## config.mk

```make
export PLATFORM = sky130hd
export DESIGN_NAME = fault_response_ctrl
export DESIGN_NICKNAME = d
export VERILOG_FILES = /design/src/rtl/frc_pkg.sv /design/src/rtl/frc_fault_cell.sv /design/src/rtl/frc_gate_combiner.sv /design/src/rtl/fault_response_ctrl.sv
export SDC_FILE = /design/constraint.sdc
export NUM_CORES = 1
export LEC_CHECK = 0
export CORE_MARGIN = 8
export CORE_UTILIZATION = 45
export DETAILED_ROUTE_END_ITERATION = 8
export GPL_ROUTABILITY_DRIVEN = 0
export GPL_TIMING_DRIVEN = 0
export PLACE_DENSITY = 0.76
export SYNTH_ARGS = -nofsm -noshare
export SYNTH_HDL_FRONTEND = slang
export SYNTH_HIERARCHICAL = 1
export SYNTH_SLANG_ARGS = --single-unit
export TNS_END_PERCENT = 5
```

## constraint.sdc

```tcl
create_clock -name clk -period 4.1 [get_ports clk]
set_clock_uncertainty 0.2 [all_clocks]
set_input_delay 0.41 -clock clk [delete_from_list [all_inputs] [get_ports clk]]
set_output_delay 0.41 -clock clk [all_outputs]
set_load 0.03 [all_outputs]
```

## src/rtl/frc_pkg.sv

```systemverilog
package frc_pkg;

    localparam int NUM_FAULTS = 6;
    localparam int NUM_RAILS  = 3;

    // Fault indices; these equal the bit positions in fault_status.
    typedef enum logic [2:0] {
        F_SUPPLY_UV = 3'd0,
        F_PUMP_UV   = 3'd1,
        F_OVERCUR   = 3'd2,
        F_GATE_TMO  = 3'd3,
        F_WDOG      = 3'd4,
        F_OVERTEMP  = 3'd5
    } fault_id_e;

    // Rail indices inside a gating mask.
    localparam int RAIL_BRIDGE = 0;
    localparam int RAIL_PUMP   = 1;
    localparam int RAIL_ARAIL  = 2;

    typedef enum logic [1:0] {
        REC_AUTO  = 2'd0,
        REC_RETRY = 2'd1,
        REC_CLEAR = 2'd2
    } recovery_e;

    typedef struct packed {
        logic arail;
        logic pump;
        logic bridge;
    } rail_en_t;

    function automatic recovery_e recovery_of(input int idx);
        case (idx)
            int'(F_OVERCUR), int'(F_GATE_TMO): return REC_RETRY;
            int'(F_WDOG):                      return REC_CLEAR;
            default:                           return REC_AUTO;
        endcase
    endfunction

    // Which rails a given fault pulls low.
    function automatic logic [NUM_RAILS-1:0] rail_mask(input int idx);
        logic [NUM_RAILS-1:0] m;
        m = '0;
        m[RAIL_BRIDGE] = 1'b1;
        if (idx == int'(F_SUPPLY_UV) || idx == int'(F_OVERTEMP)) begin
            m[RAIL_PUMP]  = 1'b1;
            m[RAIL_ARAIL] = 1'b1;
        end
        return m;
    endfunction

endpackage

```

## src/rtl/frc_fault_cell.sv

```systemverilog
module frc_fault_cell #(
    parameter frc_pkg::recovery_e KIND = frc_pkg::REC_AUTO,
    parameter int RETRY_CYCLES = 8
) (
    input  logic clk,
    input  logic rst,
    input  logic flag,
    input  logic clr,
    output logic status
);
    localparam int CNT_W = (RETRY_CYCLES < 2) ? 1 : $clog2(RETRY_CYCLES + 1);

    generate
        if (KIND == frc_pkg::REC_AUTO) begin : g_auto
            logic st_q;
            wire  unused_clr = clr;

            always_ff @(posedge clk) begin
                if (rst) st_q <= 1'b0;
                else     st_q <= flag;
            end
            assign status = st_q;


            auto_track_chk: assert property (@(posedge clk) disable iff (rst)
                1'b1 |=> (status == $past(flag)))
                else $error("auto recovery cell lost track of its flag");

        end else if (KIND == frc_pkg::REC_RETRY) begin : g_retry
            logic             st_q;
            logic [CNT_W-1:0] cnt_q;
            logic [CNT_W:0]   held_q;
            wire              unused_clr = clr;

            always_ff @(posedge clk) begin
                if (rst) begin
                    st_q  <= 1'b0;
                    cnt_q <= '0;
                end else if (!st_q) begin
                    if (flag) begin
                        st_q  <= 1'b1;
                        cnt_q <= CNT_W'(RETRY_CYCLES - 1);
                    end
                end else if (cnt_q == '0) begin
                    st_q <= 1'b0;
                end else begin
                    cnt_q <= cnt_q - 1'b1;
                end
            end
            assign status = st_q;

            // Checker counter: consecutive cycles the bit has been held.
            always_ff @(posedge clk) begin
                if (rst)         held_q <= '0;
                else if (status) held_q <= held_q + 1'b1;
                else             held_q <= '0;
            end


            retry_window_chk: assert property (@(posedge clk) disable iff (rst)
                held_q <= (CNT_W+1)'(RETRY_CYCLES))
                else $error("retry fault held past its window");


            retry_set_cause_chk: assert property (@(posedge clk) disable iff (rst)
                $rose(status) |-> $past(flag))
                else $error("retry fault set without its flag");

        end else begin : g_clear
            logic st_q;

            always_ff @(posedge clk) begin
                if (rst) st_q <= 1'b0;
                else     st_q <= flag | (st_q & ~clr);
            end
            assign status = st_q;


            latch_hold_chk: assert property (@(posedge clk) disable iff (rst)
                (status && !clr) |=> status)
                else $error("latched fault dropped without a clear");


            latch_idle_chk: assert property (@(posedge clk) disable iff (rst)
                (!status && !flag) |=> !status)
                else $error("latched fault set spontaneously");
        end
    endgenerate

endmodule

```

## src/rtl/frc_gate_combiner.sv

```systemverilog
module frc_gate_combiner (
    input  logic [frc_pkg::NUM_FAULTS-1:0] status,
    output frc_pkg::rail_en_t              rail_en
);
    import frc_pkg::*;

    logic [NUM_RAILS-1:0] blocked;

    generate
        for (genvar r = 0; r < NUM_RAILS; r++) begin : g_rail
            logic [NUM_FAULTS-1:0] column;
            for (genvar f = 0; f < NUM_FAULTS; f++) begin : g_src
                localparam logic [NUM_RAILS-1:0] MASK = rail_mask(f);
                assign column[f] = status[f] & MASK[r];
            end
            assign blocked[r] = |column;
        end
    endgenerate

    always_comb begin
        rail_en.bridge = ~blocked[RAIL_BRIDGE];
        rail_en.pump   = ~blocked[RAIL_PUMP];
        rail_en.arail  = ~blocked[RAIL_ARAIL];
    end

endmodule

```

## src/rtl/fault_response_ctrl.sv

```systemverilog
module fault_response_ctrl #(
    parameter int RETRY_CYCLES = 8
) (
    input  logic       clk,
    input  logic       rst,
    input  logic       flt_supply_uv,
    input  logic       flt_pump_uv,
    input  logic       flt_overcur,
    input  logic       flt_gate_tmo,
    input  logic       flt_wdog,
    input  logic       flt_overtemp,
    input  logic       clr_fault,
    output logic       bridge_en,
    output logic       pump_en,
    output logic       arail_en,
    output logic [5:0] fault_status,
    output logic       fault_any
);
    import frc_pkg::*;

    logic [NUM_FAULTS-1:0] flags;
    logic [NUM_FAULTS-1:0] status;
    rail_en_t              rail_en;

    always_comb begin
        flags[F_SUPPLY_UV] = flt_supply_uv;
        flags[F_PUMP_UV]   = flt_pump_uv;
        flags[F_OVERCUR]   = flt_overcur;
        flags[F_GATE_TMO]  = flt_gate_tmo;
        flags[F_WDOG]      = flt_wdog;
        flags[F_OVERTEMP]  = flt_overtemp;
    end

    generate
        for (genvar i = 0; i < NUM_FAULTS; i++) begin : g_cell
            frc_fault_cell #(
                .KIND         (recovery_of(i)),
                .RETRY_CYCLES (RETRY_CYCLES)
            ) u_cell (
                .clk    (clk),
                .rst    (rst),
                .flag   (flags[i]),
                .clr    (clr_fault),
                .status (status[i])
            );
        end
    endgenerate

    frc_gate_combiner u_comb (
        .status  (status),
        .rail_en (rail_en)
    );

    assign bridge_en    = rail_en.bridge;
    assign pump_en      = rail_en.pump;
    assign arail_en     = rail_en.arail;
    assign fault_status = status;
    assign fault_any    = |status;


    overtemp_rails_chk: assert property (@(posedge clk) disable iff (rst)
        flt_overtemp |=> (!pump_en && !arail_en && !bridge_en))
        else $error("overtemperature did not drop pump and rail");


    bridge_any_chk: assert property (@(posedge clk) disable iff (rst)
        fault_any |-> !bridge_en)
        else $error("bridge enabled during a fault");


    pump_rail_pair_chk: assert property (@(posedge clk) disable iff (rst)
        pump_en == arail_en)
        else $error("pump and rail enables diverged");

endmodule

```

# --- Word-level counts from Yosys, hierarchy flattened ---
# Cells that the tools add are included.
# W data, S select, Z words.
word_totals:
  wordCells: 37
  mem_count: 0
  rom_bits: 0
  regBits: 14
  out_inout_bits: 10
  input_bits: 9
  latch_bits: 0
  ramBits: 0
op_classes:
  div: 0
  mux: 12
  eq_ne: 2
  shifts: 0
  bitwise: 5
  mul: 0
  n_reduce_logical: 8
  add_sub_neg: 2
  magnitude_cmp: 0
op_table:
  columns: ["op", "count"]
  rows:
  - ["$mux W4", 6]
  - ["$logic_not A4 Y1", 2]
  - ["$sub A4 B1 Y4 const B", 2]
  - ["$mux W1", 6]
  - ["$reduce_or A6 Y1", 1]
  - ["$ne A2 B2 Y1 const B", 2]
  - ["$reduce_and A2 Y1", 2]
  - ["$reduce_bool A2 Y1", 2]
  - ["$not A1 Y1", 3]
  - ["$reduce_or A2 Y1", 1]
  - ["$and A1 B1 Y1", 1]
  - ["$or A1 B1 Y1", 1]

# --- Depth between registers and ports, before layout ---
depth:
  ltp_word: 3
  mapped_depth: 5
  mapped_depth_nobuf: 5

# --- Cells and area by module ---
# The synthesis kept the hierarchy.
modules_own_cells:
  columns: ["mod", "area_per_inst_um2", "cells_per_inst", "n_inst"]
  rows:
  - ["frc_fault_cell (g_cell[2].u_cell ...)", 244.0, 26, 2]
  - ["frc_fault_cell (g_cell[0].u_cell ...)", 33.8, 2, 3]
  - ["frc_fault_cell (g_cell[4].u_cell)", 38.8, 4, 1]
  - ["frc_gate_combiner", 28.8, 4, 1]
  - ["fault_response_ctrl", 13.8, 3, 1]

# --- Worst setup path after synthesis ---
# Ideal clock, no wire load.
synth_path:
  path_kind: "flip-flop to output port"
  startpoint: "reg g_cell[3].u_cell.g_retry.st_q"
  endpoint: "out bridge_en"
  required_time_ps: 3490
  n_path_buf: 0
  setup_slack_ps: 2111
  arrival_time_ps: 1379
  stages_incl_launch_ff: 3
  cell_sequence: "dfxtp_1 -> or4_1 -> nor3_2"
synth_via:
  elab_chain_len: 2
synth_rtl:
  columns: ["element", "line_no", "text"]
  rows:
  - ["start, declared", "frc_fault_cell.sv:30", "logic st_q;"]
  - ["start signal, assigned", "frc_fault_cell.sv:37", "st_q <= 1'b0;"]
  - ["start signal, assigned", "frc_fault_cell.sv:41", "st_q <= 1'b1;"]
  - ["start signal, assigned", "frc_fault_cell.sv:45", "st_q <= 1'b0;"]
  - ["$reduce_or A6 Y1", "frc_gate_combiner.sv:16", "assign blocked[r] = |column;"]
  - ["$not A1 Y1", "frc_gate_combiner.sv:21", "rail_en.bridge = ~blocked[RAIL_BRIDGE];"]
  - ["end, declared", "fault_response_ctrl.sv:13", "output logic bridge_en,"]
# No other way between the ends.

# --- Final worst setup path ---
# Same ends and word-level chain as after synthesis.

==> results.txt <==
CTS tree: built
Core area: 0.001454 mm2
PwrDens: 370.5 mW/mm2
Clk buf depth: 2
Worst VDD drop: 0.0002447 V
Worst setup SP type: register
Netlist cell types: 22
Die H: 54.61 um
Initial core utilization: 0.4613
Iteration-0 DRC Markers: 3
Gr ovfl total: 0
Fin crit share: 0.6369
Yosys top cell by area: dfxtp_1
CP required: 3.49 ns
Antenna fix cells: 0
Final core occ: 0.6145
Via count of the routed design: 589
Syn Inst Count: 69
Most common cell after layout, fill and taps aside: clkdlybuf4s50_1
Critical Path Fanout Max: 10
Share of post-route cells with drive strength above 1: 0.1667
IO Count: 19
First-pass GRT wire length: 2394 um
CTS root buffer: clkbuf_4
Drt first pass iters: 6
Total Neg Setup Slack: 0 ns
Met1 usage: 0.1165
Sequential fraction of the synthesis area: 0.4179
Syn Nets: 82
Tightest Pin Transition: 0.7179 ns
Die area: 0.002982 mm2
Global routing's busiest layer: met2
FF-to-FF setup slack: 2.27 ns
PostCTS Resize Cnt: 0
Row cnt: 14
Fmax: 383.0 MHz
WL per Instance: 14.09 um
Top-area cell type share of the netlist area: 0.4179
Worst skew pair latency: 0.28 ns
TritonCTS buffer count: 3
Synth area leaders: dfxtp_1 (42%), a21oi_1 (7.5%), ha_1 (7.5%), nor2b_4 (6.2%), inv_1 (3.9%)
CTS Hold Bufs: 0
Dpl hpwl: 1109 um
CTS clk-pin slew, worst paths: 0.08 ns
CTS sink count: 14
Number of vias per cell: 5.557
H-tree levels: 1
Setup crit end kind: primary output
Nets@finish: 105
Pleak: 0.3463 nW
Port-buffer cells: 18
Period minus WS final: 2.611 ns
Worst setup path class: reg -> out
DRC viols: 0
Worst slew margin: 0.5199
Synthesis Warnings: 6
Seq cells post-synth: 14
Worst Path Arrival: 2.00 ns
DRT antenna net count: 0
DRT Wirelength: 1494 um
Tot GR Track Use: 0.1130
Final hold vios: 0
Setup Buffers After CTS: 0
Final setup fails: 0
Area growth from synthesis to layout: 33.21%
Met2 usage: 0.1868
Syn avg cell area: 9.719 um2
Chip Width: 54.61 um
Final slew viol count: 0
Antenna violations before repair: 0
Max Cap Viol: 0
Outcome: finished clean
Most frequent cells in the layout: clkdlybuf4s50_1 (18), dfxtp_1 (14), a21oi_1 (10)
Largest net degree at the start of global routing: 15
GR Util met3: 0.03533
Mapped Area: 670.6 um2
RSZ-0062 raised after global routing: false
Min-delay worst type: reg -> reg
Number of global-route vias before repair: 551
==> flip-flops by register name, summed over array words and instances, names as in the netlist <==
register and count:
g_cell.u_cell/g_retry.cnt_q 8, g_cell.u_cell/status 6
==> cell usage after synthesis (all sizes together) <==
cell type / count
a211o: 2
a211oi: 2
a21oi: 11
a311oi: 2
a31o: 2
and2b: 2
buf: 1
dfxtp: 14
ha: 4
inv: 7
nand2: 3
nand2b: 1
nand3b: 2
nor2: 4
nor2b: 3
nor3: 1
nor4: 1
or3: 2
or3b: 2
or4: 1
or4b: 2
==> worst max-delay path, stage by stage (launching register included) <==
cell	delay, ns
dfxtp_1	0.42
or4_1	0.52
nor3_2	0.11
clkdlybuf4s50_1	0.68
==> worst paths after layout <==
path,from,cells after the start,to
worst max-delay path,g_cell[3].u_cell/status$_SDFF_PP0_,3,bridge_en
worst min-delay path,g_cell[2].u_cell/g_retry.cnt_q[3]$_SDFFE_PP0P_,2,g_cell[2].u_cell/g_retry.cnt_q[3]$_SDFFE_PP0P_
worst min register to register,g_cell[2].u_cell/g_retry.cnt_q[3]$_SDFFE_PP0P_,2,g_cell[2].u_cell/g_retry.cnt_q[3]$_SDFFE_PP0P_
worst max register to register,g_cell[3].u_cell/g_retry.cnt_q[0]$_SDFFE_PP0P_,5,g_cell[3].u_cell/g_retry.cnt_q[1]$_SDFFE_PP0P_
==> kinds of logic after synthesis <==
kind of cell | synth area share
compound gates | 0.1884
simple gates | 0.2687
fa+ha+maj | 0.07463
flops | 0.4179
buf+inv | 0.05038
==> layout make-up <==
cell class,count,area [um2]
Fill cell,119,560.5
Buffer,1,7.507
Inverter,7,26.28
Tap cell,16,20.02
Clock buffer,3,22.52
Multi-Input combinational cell,47,356.6
Timing Repair Buffer,18,180.2
Sequential cell,14,280.3
==> through the flow <==
stage | std cells | hold slack, ns | area, um2 | worst slack (ns) | power, mW
2_1_floorplan | 69 | 0.2724 | 670.6 | 2.111 | 0.2202
3_3_place_gp | 103 | 0.2964 | 870.8 | 1.814 | 0.2534
3_5_place_dp | 103 | 0.3102 | 870.8 | 1.804 | 0.2562
4_1_cts | 106 | 0.3297 | 893.4 | 1.474 | 0.3341
5_1_grt | 106 | 0.3486 | 893.4 | 1.425 | 0.3502
6_report | 106 | 0.3227 | 893.4 | 1.489 | 0.3310
==> report_power, final <==
group	internal (mW)	total, mW	switching, mW
combinational	0.0447	0.0916	0.0468
sequential	0.149	0.162	0.0139
clock	0.0341	0.0769	0.0428
total	0.227	0.331	0.104
==> routing by layer <==
layer  routed length (um)  share of wire
met1                  637           0.43
met4                   35          0.023
met5                    0              0
met3                  135          0.090
met2                  685           0.46
(Power assumes the default switching activity.)
